==> config.mk <==
export PLATFORM = sky130hd
export DESIGN_NAME = rtc_alarm_irq
export DESIGN_NICKNAME = d
export VERILOG_FILES = /design/src/rtl/rtc_alarm_pkg.sv /design/src/rtl/alarm_regs.sv /design/src/rtl/alarm_cmp.sv /design/src/rtl/irq_flags.sv /design/src/rtl/rtc_alarm_irq.sv
export SDC_FILE = /design/constraint.sdc
export NUM_CORES = 1
export LEC_CHECK = 0
export CELL_PAD_IN_SITES_DETAIL_PLACEMENT = 1
export CELL_PAD_IN_SITES_GLOBAL_PLACEMENT = 1
export CORE_MARGIN = 4
export CORE_UTILIZATION = 32
export CTS_BUF_LIST = sky130_fd_sc_hd__clkbuf_16
export DETAILED_ROUTE_END_ITERATION = 10
export PLACE_DENSITY_LB_ADDON = 0.1
export SLEW_MARGIN = 25
export SYNTH_ARGS = -nofsm -noshare
export SYNTH_HDL_FRONTEND = slang
export SYNTH_SLANG_ARGS = --single-unit
==> constraint.sdc <==
create_clock -name clk -period 2.8 [get_ports clk]
set_clock_uncertainty 0.05 [all_clocks]
set_input_delay 0.42 -clock clk [delete_from_list [all_inputs] [get_ports clk]]
set_output_delay 0.42 -clock clk [all_outputs]
set_load 0.02 [all_outputs]
==> src/rtl/rtc_alarm_pkg.sv <==
package rtc_alarm_pkg;

  localparam int SEC_W  = 7;
  localparam int MIN_W  = 7;
  localparam int HOUR_W = 6;

  typedef struct packed {
    logic              pm;
    logic [HOUR_W-1:0] hour;
    logic [MIN_W-1:0]  min;
    logic [SEC_W-1:0]  sec;
  } bcd_time_t;

  // Equality of two BCD times; the PM bit counts only in 12-hour mode.
  function automatic logic time_match(input bcd_time_t a, input bcd_time_t b,
                                      input logic use_pm);
    logic same_hms;
    same_hms = (a.sec == b.sec) && (a.min == b.min) && (a.hour == b.hour);
    return same_hms && (!use_pm || (a.pm == b.pm));
  endfunction

  // Sticky flag update: a set event beats a clear.
  function automatic logic flag_next(input logic q, input logic set,
                                     input logic clr);
    return set | (q & ~clr);
  endfunction

endpackage

==> src/rtl/alarm_regs.sv <==
module alarm_regs
  import rtc_alarm_pkg::*;
(
  input  logic      clk,
  input  logic      rst_n,
  input  logic      we,
  input  bcd_time_t wdata,
  output bcd_time_t q
);

  always_ff @(posedge clk or negedge rst_n) begin
    if (!rst_n) q <= '0;
    else if (we) q <= wdata;
  end

  // the stored alarm changes only on a write
  p_alarm_hold_r2: assert property (@(posedge clk) disable iff (!rst_n)
    !we |=> $stable(q));

  // a write lands in the register
  p_alarm_load_r2: assert property (@(posedge clk) disable iff (!rst_n)
    we |=> (q == $past(wdata)));

endmodule

==> src/rtl/alarm_cmp.sv <==
module alarm_cmp
  import rtc_alarm_pkg::*;
(
  input  logic      clk,
  input  logic      rst_n,
  input  logic      mode_12h,
  input  logic      sec_tick,
  input  bcd_time_t now,
  input  bcd_time_t alarm,
  output logic      match_w,
  output logic      hit_w
);

  assign match_w = time_match(now, alarm, mode_12h);
  assign hit_w   = sec_tick & match_w;

  // in 24-hour mode a PM difference cannot block a match
  p_pm_ignored_r3: assert property (@(posedge clk) disable iff (!rst_n)
    (!mode_12h && now.sec == alarm.sec && now.min == alarm.min &&
     now.hour == alarm.hour) |-> match_w);

  // in 12-hour mode a PM difference always blocks a match
  p_pm_used_r3: assert property (@(posedge clk) disable iff (!rst_n)
    (mode_12h && now.pm != alarm.pm) |-> !match_w);

  // no hit outside a one-second event
  p_hit_needs_tick_r4: assert property (@(posedge clk) disable iff (!rst_n)
    !sec_tick |-> !hit_w);

endmodule

==> src/rtl/irq_flags.sv <==
module irq_flags
  import rtc_alarm_pkg::*;
#(
  parameter int NF = 4
) (
  input  logic          clk,
  input  logic          rst_n,
  input  logic [NF-1:0] set_vec,
  input  logic [NF-1:0] clr_vec,
  input  logic          ien_we,
  input  logic [NF-1:0] ien_wdata,
  output logic [NF-1:0] flags,
  output logic [NF-1:0] ien,
  output logic          irq
);

  logic [NF-1:0] active_w;

  for (genvar i = 0; i < NF; i++) begin : g_flag
    always_ff @(posedge clk or negedge rst_n) begin
      if (!rst_n) flags[i] <= 1'b0;
      else        flags[i] <= flag_next(flags[i], set_vec[i], clr_vec[i]);
    end

    assign active_w[i] = flags[i] & ien[i];

    // a set event always leaves the flag set
    p_set_wins_r7: assert property (@(posedge clk) disable iff (!rst_n)
      set_vec[i] |=> flags[i]);

    // a clear without a set empties the flag
    p_clear_r6: assert property (@(posedge clk) disable iff (!rst_n)
      (clr_vec[i] && !set_vec[i]) |=> !flags[i]);

    // with neither strobe the flag holds
    p_sticky_r6: assert property (@(posedge clk) disable iff (!rst_n)
      (!clr_vec[i] && !set_vec[i]) |=> $stable(flags[i]));
  end

  always_ff @(posedge clk or negedge rst_n) begin
    if (!rst_n)      ien <= '0;
    else if (ien_we) ien <= ien_wdata;
  end

  assign irq = |active_w;

  // the request can only rise after a set event or an enable write
  p_irq_cause_r9: assert property (@(posedge clk) disable iff (!rst_n)
    $rose(irq) |-> $past((|set_vec) || ien_we));

  // the request can only fall after a clear or an enable write
  p_irq_drop_r9: assert property (@(posedge clk) disable iff (!rst_n)
    $fell(irq) |-> $past((|clr_vec) || ien_we));

endmodule

==> src/rtl/rtc_alarm_irq.sv <==
module rtc_alarm_irq
  import rtc_alarm_pkg::*;
#(
  parameter int N_ROLL = 3,
  localparam int NF = N_ROLL + 1
) (
  input  logic              clk,
  input  logic              rst_n,
  input  logic              mode_12h,
  input  logic              sec_tick,
  input  logic [SEC_W-1:0]  cur_sec,
  input  logic [MIN_W-1:0]  cur_min,
  input  logic [HOUR_W-1:0] cur_hour,
  input  logic              cur_pm,
  input  logic [N_ROLL-1:0] roll_evt,
  input  logic              alm_we,
  input  logic [SEC_W-1:0]  alm_sec,
  input  logic [MIN_W-1:0]  alm_min,
  input  logic [HOUR_W-1:0] alm_hour,
  input  logic              alm_pm,
  input  logic              ien_we,
  input  logic [NF-1:0]     ien_wdata,
  input  logic [NF-1:0]     flag_clr,
  output logic [NF-1:0]     flags,
  output logic [NF-1:0]     ien,
  output logic              irq
);

  bcd_time_t     now_w, alm_wdata_w, alm_q;
  logic          match_w, hit_w;
  logic [NF-1:0] set_vec;

  assign now_w       = '{pm: cur_pm, hour: cur_hour, min: cur_min, sec: cur_sec};
  assign alm_wdata_w = '{pm: alm_pm, hour: alm_hour, min: alm_min, sec: alm_sec};

  alarm_regs u_regs (
    .clk   (clk),
    .rst_n (rst_n),
    .we    (alm_we),
    .wdata (alm_wdata_w),
    .q     (alm_q)
  );

  alarm_cmp u_cmp (
    .clk      (clk),
    .rst_n    (rst_n),
    .mode_12h (mode_12h),
    .sec_tick (sec_tick),
    .now      (now_w),
    .alarm    (alm_q),
    .match_w  (match_w),
    .hit_w    (hit_w)
  );

  assign set_vec = {roll_evt, hit_w};

  irq_flags #(.NF(NF)) u_flags (
    .clk       (clk),
    .rst_n     (rst_n),
    .set_vec   (set_vec),
    .clr_vec   (flag_clr),
    .ien_we    (ien_we),
    .ien_wdata (ien_wdata),
    .flags     (flags),
    .ien       (ien),
    .irq       (irq)
  );

  // the alarm flag rises only after a matching one-second event
  p_alarm_rise_r4: assert property (@(posedge clk) disable iff (!rst_n)
    $rose(flags[0]) |-> $past(sec_tick && match_w));

  // a tick with a fresh write compares against the old alarm
  p_old_alarm_r10: assert property (@(posedge clk) disable iff (!rst_n)
    (sec_tick && alm_we && !match_w && !flag_clr[0] && !flags[0]) |=> !flags[0]);

endmodule

# After elaboration in Yosys (flattened, before gate mapping)
# Cells that the tools add are included.
[op_classes] n_reduce_logical=6 eq_ne=4 bitwise_logic=17
[ops] operator="$eq A7 B7 Y1" count=2
[ops] operator="$and A1 B1 Y1" count=9
[ops] operator="$eq A6 B6 Y1" count=1
[ops] operator="$not A1 Y1" count=4
[ops] operator="$or A1 B1 Y1" count=4
[ops] operator="$reduce_or A4 Y1" count=1
[ops] operator="$logic_and A1 B1 Y1" count=3
[ops] operator="$eq A1 B1 Y1" count=1
[ops] operator="$logic_not A1 Y1" count=1
[ops] operator="$logic_or A1 B1 Y1" count=1
[totals] regBits=29 output_inout_bits=9 input_bits=59 word_cells=36

# Depth between registers and ports, before layout
# Gate-level depths: netlist of the first run.
[depth] depth_word=6 depth_mapped=4 mapped_depth_nobuf=4

# By module
# Synthesis of the first run repeated with hierarchy kept, for this count alone.
[hier_totals] hier_cells=98 hier_area_um2=1415.1
[modules_own_cells] mod="alarm_regs" seq_area_each_um2=525.5 cells_each=44 area_each_um2=859.6 n_inst=1
[modules_own_cells] mod="irq_flags" seq_area_each_um2=200.2 cells_each=23 area_each_um2=309.0 n_inst=1
[modules_own_cells] mod="alarm_cmp" seq_area_each_um2=0.0 cells_each=31 area_each_um2=246.5 n_inst=1

# Worst setup path after synthesis of the first run
# No wires, ideal clock.
[synth_path] kind="register to output" start="register u_flags.flags[1]" end="output port irq" stages_incl_launch_ff=3 path_buffers=0 t_required_ns=2.330 t_arrival_ns=0.802 setup_slack_ns=1.528 cell_sequence="dfrtp_1 a22oi_1 nand2_1"
[synth_between] elab_chain_len=2
[synth_lines] element="start: declaration" line_no="irq_flags.sv:12" rtl="output logic [NF-1:0] flags,"
[synth_lines] element="start signal: indexed assignment" line_no="irq_flags.sv:22" rtl="else flags[i] <= flag_next(flags[i], set_vec[i], clr_vec[i]);"
[synth_lines] element="$and A1 B1 Y1" line_no="irq_flags.sv:25" rtl="assign active_w[i] = flags[i] & ien[i];"
[synth_lines] element="$reduce_or A4 Y1" line_no="irq_flags.sv:45" rtl="assign irq = |active_w;"
[synth_lines] element="end: declaration" line_no="rtc_alarm_irq.sv:26" rtl="output logic irq"
# Every way passes these cells.

# Worst setup path in the final report of the first run
# Ends and elaborated chain as after synthesis.

==> results of run 1 <==
[final cells by class]
class                      instances  share of cell area, %
sequential                        29                  33.18
clock inverter                     2                 0.3432
tap                               50                  2.860
inverter                           4                 0.6865
clock buffer                       5                  5.721
multi-input combinational         61                  25.86
timing repair buffer              69                  31.35
[layer usage]
metal | wire length, um | track usage, %
met5 | 0 | 0
met1 | 1206 | 13.61
met2 | 1755 | 25.08
met4 | 26 | 3.758
met3 | 292 | 6.233
[layout by cell type (no fill, tap or decap)]
cell	n
a21o_1	3
a22oi_1	2
buf_4	2
clkbuf_16	5
clkdlybuf4s50_1	67
clkinv_1	1
dfrtp_1	29
inv_1	5
mux2_2	25
nand2_1	2
nand4_1	2
nor3_1	1
nor4_1	4
o22ai_2	1
xnor2_1	1
xor2_1	20
[registers in the layout (all words and copies together), names as in the netlist]
register       flops
u_flags.flags      4
u_flags.ien        4
u_regs.q          21
[cell families (layout without fill, tap and decap cells)]
group                  after synthesis  after routing  synth area share, %
buffers and inverters                6             80                1.901
AND/OR/NAND/NOR                      9              9                3.802
XOR/XNOR                            21             21                13.97
AO/OA/AOI/OAI                        6              6                3.802
flip-flops                          29             29                55.13
multiplexers                        25             25                21.39
[final timing paths]
check | endpoint | cells after the start | from | slack [ns]
setup / recovery | irq | 3 | u_flags.flags[1] | 0.82
hold / removal | u_flags.flags[1] | 1 | u_flags.flags[1] | 0.46
setup reg to reg | u_flags.flags[0] | 4 | u_regs.q[12] | 1.45
hold reg to reg | u_flags.flags[1] | 1 | u_flags.flags[1] | 0.46
max in group asynchronous | u_regs.q[9] | 2 | rst_n | 1.94
min in group asynchronous | u_regs.q[14] | 2 | rst_n | 0.49
[worst max-delay path: cells and delay by family, from the launching register on]
family                 cells  cell delay [ns]
buffers and inverters      1             0.54
AOI/OAI and AO/OA          1             0.23
and+or+nand+nor            1             0.08
DFF                        1             0.39
[power by group through the flow]
stage / clock (mW) / combinational, mW / sequential (mW)
after floorplan: 0 / 0.0832 / 0.499
after global placement: 0 / 0.218 / 0.491
after detailed placement: 0 / 0.225 / 0.495
after CTS: 0.498 / 0.226 / 0.488
after global routing: 0.520 / 0.239 / 0.492
final: 0.480 / 0.221 / 0.487
==> flow_summary.json, run 1 <==
{
  "die-height_um": 72.14,
  "timing.final.hold_violations": 0,
  "clk_latency_ns": 0.27,
  "worstSetupEndpointType": "output port",
  "floorplan.die_area_mm2": 0.005203,
  "worst_hold_slack_ns": 0.4566,
  "timing.max_cap.violations": 0,
  "postSynthCellCount": 96,
  "cts_root_buffer": "clkbuf_16",
  "crit_path_top_delay_cell": "clkdlybuf4s50_1",
  "start_util_pct": 32.91,
  "std_cell_rows": 23,
  "dp_slack_ns": 1.012,
  "post-route-period-util_pct": 70.65,
  "ctsHoldBuffers": 0,
  "max_slew.worst_pin.slew_ns": 0.3737,
  "cts-buffers-inserted": 5,
  "utilization_pct": 54.68,
  "final_area_mm2": 0.002187,
  "synth_area_per_cell_um2": 13.71,
  "final_critical_path_setup_slack_ns": 0.8218,
  "netlist_top_cells_count": "29 x dfrtp_1, 25 x mux2_2, 20 x xor2_1",
  "worst_path_cell_chain": "a22oi_1, nand2_1, clkdlybuf4s50_1",
  "synth_top_cell_area_share_pct": 55.13,
  "synthesis.area_mm2": 0.001316,
  "synth_edf_count": 0,
  "synth-seq-cells": 29,
  "detailed_place_hpwl_um": 2657,
  "cts_resized": 0,
  "remaining_drc_errors": 0,
  "sequentialPowerShare_pct": 41.0,
  "relSlewSlack_pct": 75.08,
  "ys_seq_area_share_pct": 55.13,
  "drt_pass_1_iters": 2,
  "worstSetupPathType": "reg -> out",
  "via_count": 1018,
  "dp.cells": 213,
  "report.power.total_mw": 1.188,
  "grt_setup_unrepaired": "no",
  "top_level_ports": 68,
  "critPathLaunchType": "flop",
  "num-fill-cells": 397,
  "run_status": "completed",
  "cp.required_ns": 2.33,
  "post-synth-top-count-cell": "dfrtp_1",
  "place_congestion": 0.7049,
  "postRouteAntennaNets": 0,
  "synth_cell_types": 13,
  "total_switching_power_uw": 265.9,
  "post_cts.repair.setup_buffers": 0,
  "setup-tns-final_ns": 0,
  "initial_antenna_violation_count": 0,
  "coreArea_mm2": 0.004000,
  "ranking_of_synthesized_cells_by_area": "dfrtp_1 55%, mux2_2 21%, xor2_1 13%",
  "synth-main-ff-cell": "dfrtp_1",
  "tritoncts": "yes",
  "wire_length_of_the_first_global_routing_pass_um": 5244,
  "combPwrFrac_pct": 18.6,
  "routedWlPerCell_um": 14.92,
  "synthArstFlopShare_pct": 100.0,
  "peakVddDrop_uv": 369.3,
  "vias_per_cell": 4.627,
  "cp_slowest_stage_delay_ns": 0.54,
  "postRouteWirelength_um": 3282,
  "clockBufferDepth": 2,
  "synth_warnings": 0,
  "critPathMaxFanout": 3,
  "highest_clock_rate_mhz": 505.5,
  "p_sw_share_pct": 22.38,
  "timing.final.setup_violations": 0,
  "pwr-share-clk_pct": 40.4,
  "synth_nets": 155,
  "final_layout_size_suffix_gt1_share_pct": 19.41,
  "power_density_mw_per_mm2": 543.1,
  "register_clock_pin_slew_on_the_reported_worst_setup_and_hold_paths_ns": 0.05,
  "critPathArrivalTime_ns": 1.51,
  "drtIter0Drc": 20,
  "grt_pass1_vias": 1133,
  "design.final.nets": 229,
  "htree_num_levels": 2,
  "clock_sink_count": 29,
  "globalRoute.totalOverflow": 0,
  "port_buffers": 67,
  "final.min_clock_period_ns": 1.978,
  "seq_area_um2": 725.7,
  "layout-area-overhead-vs-synth_pct": 66.16,
  "dpl-instance-area_mm2": 0.002054,
  "die-width_um": 72.14,
  "grt.total_usage_pct": 13.59,
  "slew_violations": 0,
  "fin_cells": 220,
  "synth_area_leader_cell": "dfrtp_1",
  "antenna_cells_inserted": 0,
  "cell_internal_power_uw": 922.0,
  "reported_leakage_power_nw": 0.9133,
  "grt_max_degree": 30,
  "hold_class": "reg -> reg",
  "multi_input_logic_area_um2": 565.5
}
Note: power is estimated with default switching activity, not from simulation.
==> inputs of run 2 (changes only) <==
--- a/config.mk
+++ b/config.mk
@@ -8,7 +8,7 @@
 export CELL_PAD_IN_SITES_DETAIL_PLACEMENT = 1
 export CELL_PAD_IN_SITES_GLOBAL_PLACEMENT = 1
 export CORE_MARGIN = 4
-export CORE_UTILIZATION = 32
+export CORE_UTILIZATION = 27
 export CTS_BUF_LIST = sky130_fd_sc_hd__clkbuf_16
 export DETAILED_ROUTE_END_ITERATION = 10
 export PLACE_DENSITY_LB_ADDON = 0.1
==> constraint.sdc (replaced) <==
create_clock -name clk -period 1.8 [get_ports clk]
set_clock_uncertainty 0.05 [all_clocks]
set_input_delay 0.27 -clock clk [delete_from_list [all_inputs] [get_ports clk]]
set_output_delay 0.27 -clock clk [all_outputs]
set_load 0.02 [all_outputs]
==> flow_summary.json, run 2 (synthesis results as in run 1) <==
{
  "std_cell_rows": 25,
  "utilization_pct": 46.99,
  "reported_leakage_power_nw": 0.9179,
  "design.final.nets": 229,
  "grt_setup_unrepaired": "no",
  "grt_pass1_vias": 1258,
  "timing.final.hold_violations": 0,
  "critPathTopFamily": "buffers and inverters",
  "cp.buffers_inverters": 1,
  "worst_path_cell_chain": "clkdlybuf4s50_1",
  "final_layout_size_suffix_gt1_share_pct": 19.41,
  "reg.largest.list": "u_regs.q x21, u_flags.flags x4, u_flags.ien x4",
  "clockBufferDepth": 2,
  "worstSetupPathType": "reg -> out",
  "dp_slack_ns": 0.1160,
  "highest_clock_rate_mhz": 627.8,
  "htree_num_levels": 2,
  "via_count": 1022,
  "power_density_mw_per_mm2": 832.7,
  "port_buffers": 67,
  "die-height_um": 77.82,
  "critPathLaunchType": "flop",
  "floorplan.die_area_mm2": 0.006056,
  "final_critical_path_setup_slack_ns": 0.2071,
  "layout_commonest_cell": "clkdlybuf4s50_1",
  "clk_latency_ns": 0.27,
  "globalRoute.totalOverflow": 0,
  "routed-wl-met3_um": 277,
  "die-width_um": 77.82,
  "setup-tns-final_ns": 0,
  "critPathMaxFanout": 3,
  "max_slew.worst_pin.slew_ns": 0.3774,
  "place_congestion": 0.7083,
  "worstReg2RegStart": "u_regs.q[12]",
  "top_level_ports": 68,
  "postRouteAntennaNets": 0,
  "critPathArrivalTime_ns": 1.27,
  "largest_register": "u_regs.q",
  "most-common-layout-cells": "66 x clkdlybuf4s50_1, 29 x dfrtp_1, 25 x mux2_2",
  "largest_register_ff_count": 21,
  "peakVddDrop_uv": 357.7,
  "met2WireLength_um": 1835,
  "wirelength_met1_um": 1286,
  "cp_slowest_stage_delay_ns": 0.63,
  "clock_sink_count": 29,
  "layout-area-overhead-vs-synth_pct": 68.63,
  "slew_violations": 0,
  "initial_antenna_violation_count": 0,
  "hold_class": "in -> async",
  "vias_per_cell": 4.312,
  "detailed_place_hpwl_um": 2732,
  "dr.max_layer_used": "met4",
  "relSlewSlack_pct": 74.61,
  "worstSetupEndpointType": "output port",
  "run_status": "completed",
  "postRouteWirelength_um": 3428,
  "crit_path_top_delay_cell": "clkdlybuf4s50_1",
  "drtIter0Drc": 19,
  "reg2reg_to": "u_flags.flags[0]",
  "tritoncts": "yes",
  "start_util_pct": 27.87,
  "coreArea_mm2": 0.004723,
  "timing.max_cap.violations": 0,
  "cts_root_buffer": "clkbuf_16",
  "post-route-period-util_pct": 88.50,
  "cts-buffers-inserted": 5,
  "r2r_setup_slack_ns": 0.41,
  "antenna_cells_inserted": 0,
  "wire_length_of_the_first_global_routing_pass_um": 5961,
  "drt_pass_1_iters": 2,
  "remaining_drc_errors": 0,
  "grt.total_usage_pct": 12.67,
  "register_clock_pin_slew_on_the_reported_worst_setup_and_hold_paths_ns": 0.05,
  "timing.final.setup_violations": 0,
  "routedWlPerCell_um": 14.46,
  "timing.reg2reg.worst_path_depth": 4,
  "grt_max_degree": 30,
  "final.min_clock_period_ns": 1.593,
  "cp.required_ns": 1.48
}
[run 2: cell count changes in the layout (fill, tap and decap cells not counted), sizes merged]
cell | previous run | this run
clkdlybuf4s50 | 67 | 66
dlygate4sd2 | 0 | 1
[run 2: worst max-delay path by stage]
stage,from,cells past startpoint,to,slack (ns)
floorplan,u_regs.q[12],4,u_flags.flags[0],0.67
global placement,cur_hour[5],5,u_flags.flags[0],0.11
detailed placement,cur_min[5],5,u_flags.flags[0],0.12
CTS,u_flags.flags[0],1,flags[0],0.19
global route,u_flags.flags[0],3,irq,0.11
finish,u_flags.flags[0],1,flags[0],0.21
[run 2: final cells by class]
type | count | area [um2]
Clock inverter | 2 | 7.507
Fill cell | 504 | 2504
Clock buffer | 5 | 125.1
Multi-Input combinational cell | 61 | 565.5
Inverter | 4 | 15.01
Timing Repair Buffer | 69 | 696.9
Tap cell | 67 | 83.83
Sequential cell | 29 | 725.7
[run 2: timing repair]
action,4_1_cts,5_1_grt
endpoints found under the setup margin,1,0
hold buffers,0,0
setup buffers,0,0
resized for setup,1,0
[run 2: report_power, final]
| group | switching (mW) | total (mW) | internal, mW |
|---|---|---|---|
| logic | 0.116 | 0.345 | 0.229 |
| clock network | 0.253 | 0.745 | 0.491 |
| registers | 0.0438 | 0.759 | 0.715 |
[run 2: metrics by stage]
step                      hold WS, ns  instance area [um2]  cells  power, mW
after floorplan              -0.07559                 1316     96     0.9053
after global placement         0.4457                 2088    230      1.110
after detailed placement       0.4533                 2088    230      1.124
after CTS                      0.3644                 2220    237      1.890
after global routing           0.4057                 2220    237      1.957
final                          0.3493                 2220    237      1.848
[run 2: layer usage]
metal / vias up / global-route usage (%)
li1: 479 / -
met1: 497 / 13.42
met2: 42 / 22.17
met3: 4 / 5.684
met4: 0 / 4.270
met5: - / 0
